## src/rtl/lpm_walk_pkg.sv

```systemverilog
package lpm_walk_pkg;
  localparam int LEN_W = 6;

  typedef enum logic [1:0] {
    BK_EMPTY = 2'b00,
    BK_LONG  = 2'b01,
    BK_SHORT = 2'b10,
    BK_MIXED = 2'b11
  } bank_code_e;

  typedef struct packed {
    logic [LEN_W-1:0] lo;
    logic [LEN_W-1:0] ixlsb;
    logic [LEN_W-1:0] hi;
  } class_cfg_t;

  typedef enum logic [1:0] {
    W_IDLE  = 2'd0,
    W_PROBE = 2'd1,
    W_WAIT  = 2'd2,
    W_DONE  = 2'd3
  } walk_state_e;

  // Reset windows: class 0 longest, last class shortest (expanded to its index).
  function automatic class_cfg_t default_cfg(input int c);
    class_cfg_t r;
    if (c == 0) begin
      r.lo = 6'd21; r.ixlsb = 6'd21; r.hi = 6'd32;
    end else if (c == 1) begin
      r.lo = 6'd17; r.ixlsb = 6'd17; r.hi = 6'd20;
    end else begin
      r.lo = 6'd8;  r.ixlsb = 6'd16; r.hi = 6'd16;
    end
    return r;
  endfunction
endpackage

```

## src/rtl/lpm_class_regs.sv

```systemverilog
module lpm_class_regs
  import lpm_walk_pkg::*;
#(
  parameter int NCLS  = 3,
  parameter int NBANK = 4,
  localparam int CLS_W  = (NCLS > 1) ? $clog2(NCLS) : 1,
  localparam int BANK_W = (NBANK > 1) ? $clog2(NBANK) : 1
) (
  input  logic                   clk,
  input  logic                   rst_n,
  input  logic                   ccfg_we,
  input  logic [CLS_W-1:0]       ccfg_sel,
  input  logic [LEN_W-1:0]       ccfg_lo,
  input  logic [LEN_W-1:0]       ccfg_ixlsb,
  input  logic [LEN_W-1:0]       ccfg_hi,
  input  logic                   bcode_we,
  input  logic [BANK_W-1:0]      bcode_bank,
  input  logic [1:0]             bcode_val,
  input  logic [CLS_W-1:0]       cls_i,
  output class_cfg_t             cfg_o,
  output logic [NBANK-1:0][1:0]  codes_o
);
  class_cfg_t            cfg_q [NCLS];
  logic [NBANK-1:0][1:0] code_q;

  always_ff @(posedge clk) begin
    if (!rst_n) begin
      for (int c = 0; c < NCLS; c++) cfg_q[c] <= default_cfg(c);
    end else if (ccfg_we) begin
      for (int c = 0; c < NCLS; c++) begin
        if (ccfg_sel == CLS_W'(c)) cfg_q[c] <= '{lo: ccfg_lo, ixlsb: ccfg_ixlsb, hi: ccfg_hi};
      end
    end
  end

  always_ff @(posedge clk) begin
    if (!rst_n) begin
      for (int b = 0; b < NBANK; b++) code_q[b] <= BK_MIXED;
    end else if (bcode_we) begin
      for (int b = 0; b < NBANK; b++) begin
        if (bcode_bank == BANK_W'(b)) code_q[b] <= bcode_val;
      end
    end
  end

  always_comb begin
    cfg_o = cfg_q[0];
    for (int c = 0; c < NCLS; c++) begin
      if (cls_i == CLS_W'(c)) cfg_o = cfg_q[c];
    end
  end

  assign codes_o = code_q;
endmodule

```

## src/rtl/lpm_probe_former.sv

```systemverilog
module lpm_probe_former
  import lpm_walk_pkg::*;
#(
  parameter int NBANK = 4,
  parameter int IDX_W = 12
) (
  input  logic [31:0]            addr_i,
  input  class_cfg_t             cfg_i,
  input  logic                   is_long_i,
  input  logic [NBANK-1:0][1:0]  codes_i,
  output logic [IDX_W-1:0]       index_o,
  output logic [NBANK-1:0]       bank_en_o
);
  localparam logic [LEN_W-1:0] P_MIN = LEN_W'(IDX_W);
  localparam logic [LEN_W-1:0] P_MAX = LEN_W'(32);

  logic [LEN_W-1:0] pos;
  logic [LEN_W-1:0] sh;

  always_comb begin
    if (cfg_i.ixlsb < P_MIN)      pos = P_MIN;
    else if (cfg_i.ixlsb > P_MAX) pos = P_MAX;
    else                          pos = cfg_i.ixlsb;
    sh      = P_MAX - pos;
    index_o = IDX_W'(addr_i >> sh);
  end

  for (genvar b = 0; b < NBANK; b++) begin : g_bank
    logic holds_long, holds_short;
    assign holds_long  = (codes_i[b] == BK_LONG)  || (codes_i[b] == BK_MIXED);
    assign holds_short = (codes_i[b] == BK_SHORT) || (codes_i[b] == BK_MIXED);
    assign bank_en_o[b] = is_long_i ? holds_long : holds_short;
  end
endmodule

```

## src/rtl/lpm_walk_fsm.sv

```systemverilog
module lpm_walk_fsm
  import lpm_walk_pkg::*;
#(
  parameter int NCLS = 3,
  parameter int NH_W = 16,
  localparam int CLS_W = (NCLS > 1) ? $clog2(NCLS) : 1,
  localparam int CNT_W = $clog2(NCLS + 1)
) (
  input  logic              clk,
  input  logic              rst_n,
  input  logic              force_all,
  input  logic              req_valid,
  output logic              req_ready,
  input  logic [31:0]       req_addr,
  input  logic              bank_none,
  output logic              probe_valid,
  input  logic              probe_ready,
  input  logic              rsp_valid,
  output logic              rsp_ready,
  input  logic              rsp_hit,
  input  logic [NH_W-1:0]   rsp_nexthop,
  output logic              res_valid,
  input  logic              res_ready,
  output logic              res_hit,
  output logic [NH_W-1:0]   res_nexthop,
  output logic [CNT_W-1:0]  res_probes,
  output logic [CLS_W-1:0]  cls_o,
  output logic [31:0]       addr_o
);
  localparam logic [CLS_W-1:0] LAST = CLS_W'(NCLS - 1);

  walk_state_e      st;
  logic [CLS_W-1:0] cls_q;
  logic [31:0]      addr_q;
  logic             mode_q, found_q;
  logic [NH_W-1:0]  nh_q;
  logic [CNT_W-1:0] probes_q;

  logic step_fire, step_hit, finish;

  always_comb begin
    step_fire = ((st == W_PROBE) && bank_none) || ((st == W_WAIT) && rsp_valid);
    step_hit  = (st == W_WAIT) && rsp_valid && rsp_hit;
    finish    = (step_hit && !mode_q) || (cls_q == LAST);
  end

  always_ff @(posedge clk) begin
    if (!rst_n) begin
      st       <= W_IDLE;
      cls_q    <= '0;
      addr_q   <= '0;
      mode_q   <= 1'b0;
      found_q  <= 1'b0;
      nh_q     <= '0;
      probes_q <= '0;
    end else begin
      case (st)
        W_IDLE: if (req_valid) begin
          addr_q  <= req_addr;
          mode_q  <= force_all;
          cls_q   <= '0;
          found_q <= 1'b0;
          nh_q    <= '0;
          st      <= W_PROBE;
        end
        W_PROBE, W_WAIT: begin
          if (step_fire) begin
            if (step_hit && !found_q) begin
              found_q <= 1'b1;
              nh_q    <= rsp_nexthop;
            end
            if (finish) begin
              probes_q <= CNT_W'(cls_q) + CNT_W'(1);
              st       <= W_DONE;
            end else begin
              cls_q <= cls_q + CLS_W'(1);
              st    <= W_PROBE;
            end
          end else if ((st == W_PROBE) && probe_ready) begin
            st <= W_WAIT;
          end
        end
        W_DONE: if (res_ready) st <= W_IDLE;
        default: st <= W_IDLE;
      endcase
    end
  end

  assign req_ready   = (st == W_IDLE);
  assign probe_valid = (st == W_PROBE) && !bank_none;
  assign rsp_ready   = (st == W_WAIT);
  assign res_valid   = (st == W_DONE);
  assign res_hit     = found_q;
  assign res_nexthop = nh_q;
  assign res_probes  = probes_q;
  assign cls_o       = cls_q;
  assign addr_o      = addr_q;
endmodule

```

## src/rtl/lpm_class_walker.sv

```systemverilog
module lpm_class_walker
  import lpm_walk_pkg::*;
#(
  parameter int NCLS  = 3,
  parameter int NBANK = 4,
  parameter int IDX_W = 12,
  parameter int NH_W  = 16,
  localparam int CLS_W  = (NCLS > 1) ? $clog2(NCLS) : 1,
  localparam int BANK_W = (NBANK > 1) ? $clog2(NBANK) : 1,
  localparam int CNT_W  = $clog2(NCLS + 1)
) (
  input  logic              clk,
  input  logic              rst_n,
  input  logic              force_all,
  input  logic              ccfg_we,
  input  logic [CLS_W-1:0]  ccfg_sel,
  input  logic [5:0]        ccfg_lo,
  input  logic [5:0]        ccfg_ixlsb,
  input  logic [5:0]        ccfg_hi,
  input  logic              bcode_we,
  input  logic [BANK_W-1:0] bcode_bank,
  input  logic [1:0]        bcode_val,
  input  logic              req_valid,
  output logic              req_ready,
  input  logic [31:0]       req_addr,
  output logic              probe_valid,
  input  logic              probe_ready,
  output logic [CLS_W-1:0]  probe_class,
  output logic [IDX_W-1:0]  probe_index,
  output logic [31:0]       probe_addr,
  output logic [5:0]        probe_lo_len,
  output logic [5:0]        probe_hi_len,
  output logic [NBANK-1:0]  probe_bank_en,
  input  logic              rsp_valid,
  output logic              rsp_ready,
  input  logic              rsp_hit,
  input  logic [NH_W-1:0]   rsp_nexthop,
  output logic              res_valid,
  input  logic              res_ready,
  output logic              res_hit,
  output logic [NH_W-1:0]   res_nexthop,
  output logic [CNT_W-1:0]  res_probes
);
  class_cfg_t            cur_cfg;
  logic [NBANK-1:0][1:0] codes;
  logic [CLS_W-1:0]      cls;
  logic [31:0]           addr;
  logic [NBANK-1:0]      bank_en;

  lpm_class_regs #(.NCLS(NCLS), .NBANK(NBANK)) u_regs (
    .clk(clk), .rst_n(rst_n),
    .ccfg_we(ccfg_we), .ccfg_sel(ccfg_sel), .ccfg_lo(ccfg_lo),
    .ccfg_ixlsb(ccfg_ixlsb), .ccfg_hi(ccfg_hi),
    .bcode_we(bcode_we), .bcode_bank(bcode_bank), .bcode_val(bcode_val),
    .cls_i(cls), .cfg_o(cur_cfg), .codes_o(codes)
  );

  lpm_probe_former #(.NBANK(NBANK), .IDX_W(IDX_W)) u_form (
    .addr_i(addr), .cfg_i(cur_cfg), .is_long_i(cls == '0),
    .codes_i(codes), .index_o(probe_index), .bank_en_o(bank_en)
  );

  lpm_walk_fsm #(.NCLS(NCLS), .NH_W(NH_W)) u_fsm (
    .clk(clk), .rst_n(rst_n), .force_all(force_all),
    .req_valid(req_valid), .req_ready(req_ready), .req_addr(req_addr),
    .bank_none(bank_en == '0),
    .probe_valid(probe_valid), .probe_ready(probe_ready),
    .rsp_valid(rsp_valid), .rsp_ready(rsp_ready), .rsp_hit(rsp_hit),
    .rsp_nexthop(rsp_nexthop),
    .res_valid(res_valid), .res_ready(res_ready), .res_hit(res_hit),
    .res_nexthop(res_nexthop), .res_probes(res_probes),
    .cls_o(cls), .addr_o(addr)
  );

  assign probe_class   = cls;
  assign probe_addr    = addr;
  assign probe_lo_len  = cur_cfg.lo;
  assign probe_hi_len  = cur_cfg.hi;
  assign probe_bank_en = bank_en;
endmodule

```

## config.mk

```make
export PLATFORM = sky130hd
export DESIGN_NAME = lpm_class_walker
export DESIGN_NICKNAME = d
export VERILOG_FILES = /design/src/rtl/lpm_walk_pkg.sv /design/src/rtl/lpm_class_regs.sv /design/src/rtl/lpm_probe_former.sv /design/src/rtl/lpm_walk_fsm.sv /design/src/rtl/lpm_class_walker.sv
export SDC_FILE = /design/constraint.sdc
export NUM_CORES = 1
export LEC_CHECK = 0
export BUFFER_PORTS_ARGS = -buffer_cell sky130_fd_sc_hd__buf_2
export CORE_MARGIN = 5
export CORE_UTILIZATION = 54
export DETAILED_ROUTE_END_ITERATION = 10
export PLACE_DENSITY = 0.78
export SKIP_CTS_REPAIR_TIMING = 1
export SKIP_LAST_GASP = 1
export SLEW_MARGIN = 15
export SYNTH_ARGS = -nofsm -noshare
export SYNTH_HDL_FRONTEND = slang
export SYNTH_SLANG_ARGS = --single-unit
export TNS_END_PERCENT = 10
```

## constraint.sdc

```tcl
create_clock -name clk -period 5 [get_ports clk]
set_input_delay 1 -clock clk [delete_from_list [all_inputs] [get_ports clk]]
set_output_delay 1 -clock clk [all_outputs]
set_load 0.05 [all_outputs]
```

==> results.yml <==
routing:
  ant_nets: 0
  routed_wl_um: 18800
  firstDrtPassIters: 5
  vias: 5760
  viasPerCell: 5.85
  drc: 0
  drt_iter0_markers: 543
  wl_per_cell_um: 19.1
yosys:
  synth-edff-count: 54
  ys.flop_type: "dfxtp_1"
  synth_most_common_cell: "nand2_1"
  yosys.area.top_type: "edfxtp_1"
  synth_cell_types: 56
  synth_cells: 659
  synth_common_cells: "nand2_1 (156), dfxtp_1 (64), edfxtp_1 (54), a21boi_0 (52), mux2i_1 (51)"
  avgSynthCellArea_um2: 9.97
  ys_top_cells_by_area: "edfxtp_1 (25%), dfxtp_1 (20%), mux4_2 (8.9%), nand2_1 (8.9%), mux2i_1 (7.8%)"
  synth_top_area_share_pct: 24.7
  ys_warn_count: 0
  syn-cell-area_um2: 6570
  synth-seq-cells: 118
  synth_nets: 750
  ys_seq_area_share_pct: 44.2
  async_reset_ff_share_pct: 0
timing:
  finalSetupViolCount: 0
  tightestPinTransition_ns: 0.851
  hold_viol: 0
  rsz0062_at_grt: "false"
  relSlewSlack_pct: 43.1
  finalMaxSlewViolations: 0
  fin_crit_ns: 4.75
  layout_setup_ws_ns: 0.246
  fin_tns_setup_ns: 0
  timing.final.crit_share_pct: 95.1
  finClkSkew_ns: 0.00622
  max_freq_ghz: 0.210
min_path:
  hp-start: "u_fsm.res_nexthop[9]"
  holdPathEnd: "u_fsm.res_nexthop[9]"
  hold_path_depth: 2
  min_path_type: "reg2reg"
cells_and_area:
  nets: 915
  final_cells: 984
  diodes: 0
  area_growth_pct: 26.6
  drive_gt1_share_pct: 32.7
setup_path:
  critPathMaxStageDelay_ns: 0.52
  cp.arrival_ns: 3.75
  crit_chain: "inv_1 > ha_4 > mux2i_1 > o21ai_0 > a21oi_2 > nor2_1 > nand2_1 > ha_4 > xor2_4 > buf_12 > mux2i_1 > mux4_2 > a32o_1 > a31oi_4 > clkbuf_4"
  critPathTopFamily: "multiplexers"
  cp_data_required_time_ns: 4.00
  path_class: "reg2out"
  path_buf_inv: 3
  worstSetupStartpointType: "flip-flop"
  cp_max_fo: 10
  reg2reg_slack_ns: 2.17
  r2r_end: "u_fsm.st[1]"
  critPathSlowestCell: "mux4_2"
  reg2reg_depth: 8
  timing.rr.start: "u_fsm.cls_o[0]"
  end_kind: "output port"
place:
  gp_congestion: 0.907
  io_buffers: 166
  place_ws_ns: 0.244
  place_hpwl_um: 13600
  place_inst: 946
floorplan:
  ioPinCount: 167
  die_x_um: 120
  initial_core_util_pct: 54.9
  dieArea_um2: 14500
  rows: 40
  die_h_um: 120
  coreArea_um2: 12000
grt:
  met3_usage_pct: 8.09
  grt_start_max_net_pins: 68
  use_met2_pct: 41.3
  antenna_found_initial: 0
  grt_pass1_wl_um: 30000
  grt_pass1_vias: 5736
  met1_usage_pct: 35.3
  grt_busiest_layer: "met2"
  overflow: 0
  grt_usage_pct: 26.4
cts:
  clkSinkCount: 118
  clk_pin_slew_ns: 0.05
  cts-root-buf: "clkbuf_16"
  cts_max_level: 4
  clk_path_buf_depth: 2
  numCtsBuffers: 17
  cts_tree: "built"
  clk_latency_ns: 0.42
job:
  cap_violations: 0
power:
  ir_worst_vdd_mv: 0.397
  p_leak_nw: 3.40
  power_density_nw_per_um2: 568
status:
  status: "finished, final reports clean"
-- report_power, final --
part	internal [mW]	switching, mW	leakage, nW
Combinational	0.756	1.48	2.04
Sequential	1.12	0.100	1.06
Clock	0.833	0.428	0.296
Total	2.71	2.01	3.40
-- worst max path at each step --
stage | start | cells after the start | endpoint
after floorplan | u_fsm.cls_o[1] | 16 | probe_index[11]
after global placement | u_fsm.cls_o[1] | 14 | probe_index[1]
after detailed placement | u_fsm.cls_o[1] | 14 | probe_index[1]
after CTS | u_fsm.cls_o[1] | 14 | probe_index[1]
after global routing | u_fsm.cls_o[1] | 16 | probe_index[8]
final | u_fsm.cls_o[1] | 15 | probe_index[1]
-- per-layer routing --
metal | vias to the layer above | routed length [µm]
li1 | 2701 | -
met4 | 0 | 512
met5 | - | 0
met2 | 257 | 8840
met3 | 43 | 1560
met1 | 2759 | 7900
-- cell families after synthesis --
| kind of cell | Yosys count | share of synthesized area, % |
|---|---|---|
| XOR/XNOR | 2 | 0.552 |
| multiplexers | 90 | 18.9 |
| AO/OA/AOI/OAI | 128 | 13.8 |
| flip-flops | 118 | 44.2 |
| AND/OR/NAND/NOR | 259 | 17.3 |
| adder cells (fa/ha/maj) | 9 | 1.71 |
| buffers and inverters | 53 | 3.47 |
-- cells in the final DEF, fill, tap and decap left out, drive strengths merged, types with 6 or more instances in the layout --
| master | count |
|---|---|
| a21boi | 52 |
| a21oi | 6 |
| and2 | 23 |
| buf | 188 |
| clkbuf | 21 |
| dfxtp | 64 |
| edfxtp | 54 |
| ha | 9 |
| inv | 12 |
| mux2 | 13 |
| mux2i | 51 |
| mux4 | 26 |
| nand2 | 156 |
| nand2b | 11 |
| nand3 | 33 |
| nor2 | 21 |
| o21ai | 32 |
-- metrics by stage --
| step | area (µm²) | hold slack [ns] | power [mW] | util (%) |
|---|---|---|---|---|
| after detailed placement | 7600 | 0.457 | 3.37 | 63.5 |
| after floorplan | 6650 | 0.436 | 2.87 | - |
| after global placement | 7600 | 0.448 | 3.34 | 63.5 |
| after global routing | 8320 | 0.500 | 4.94 | 69.5 |
| final | 8320 | 0.465 | 4.72 | 69.5 |
| after CTS | 8210 | 0.465 | 4.63 | 68.7 |
-- registers in the layout (all words and copies together), names as in the netlist --
name               cells
u_fsm.res_nexthop     16
u_fsm.res_probes       2
u_fsm.st               2
u_regs.codes_o         8
u_fsm.cls_o            2
u_fsm.mode_q           1
u_fsm.addr_o          32
u_fsm.res_hit          1
u_regs.cfg_q          54
-- final cells by class --
type	count	area [µm²]
fill	920	3650
timing repair buffer	189	1030
sequential	118	2910
tap	147	184
inverter	10	37.5
multi-input combinational	488	3540
clock buffer	20	437
clock inverter	12	176
-- worst min-delay path: stages, from the launching register on --
cell and delay (ns):
dfxtp_1 0.31, nand2_1 0.05, a21boi_0 0.06
Note: power is estimated with default switching activity, not from simulation.
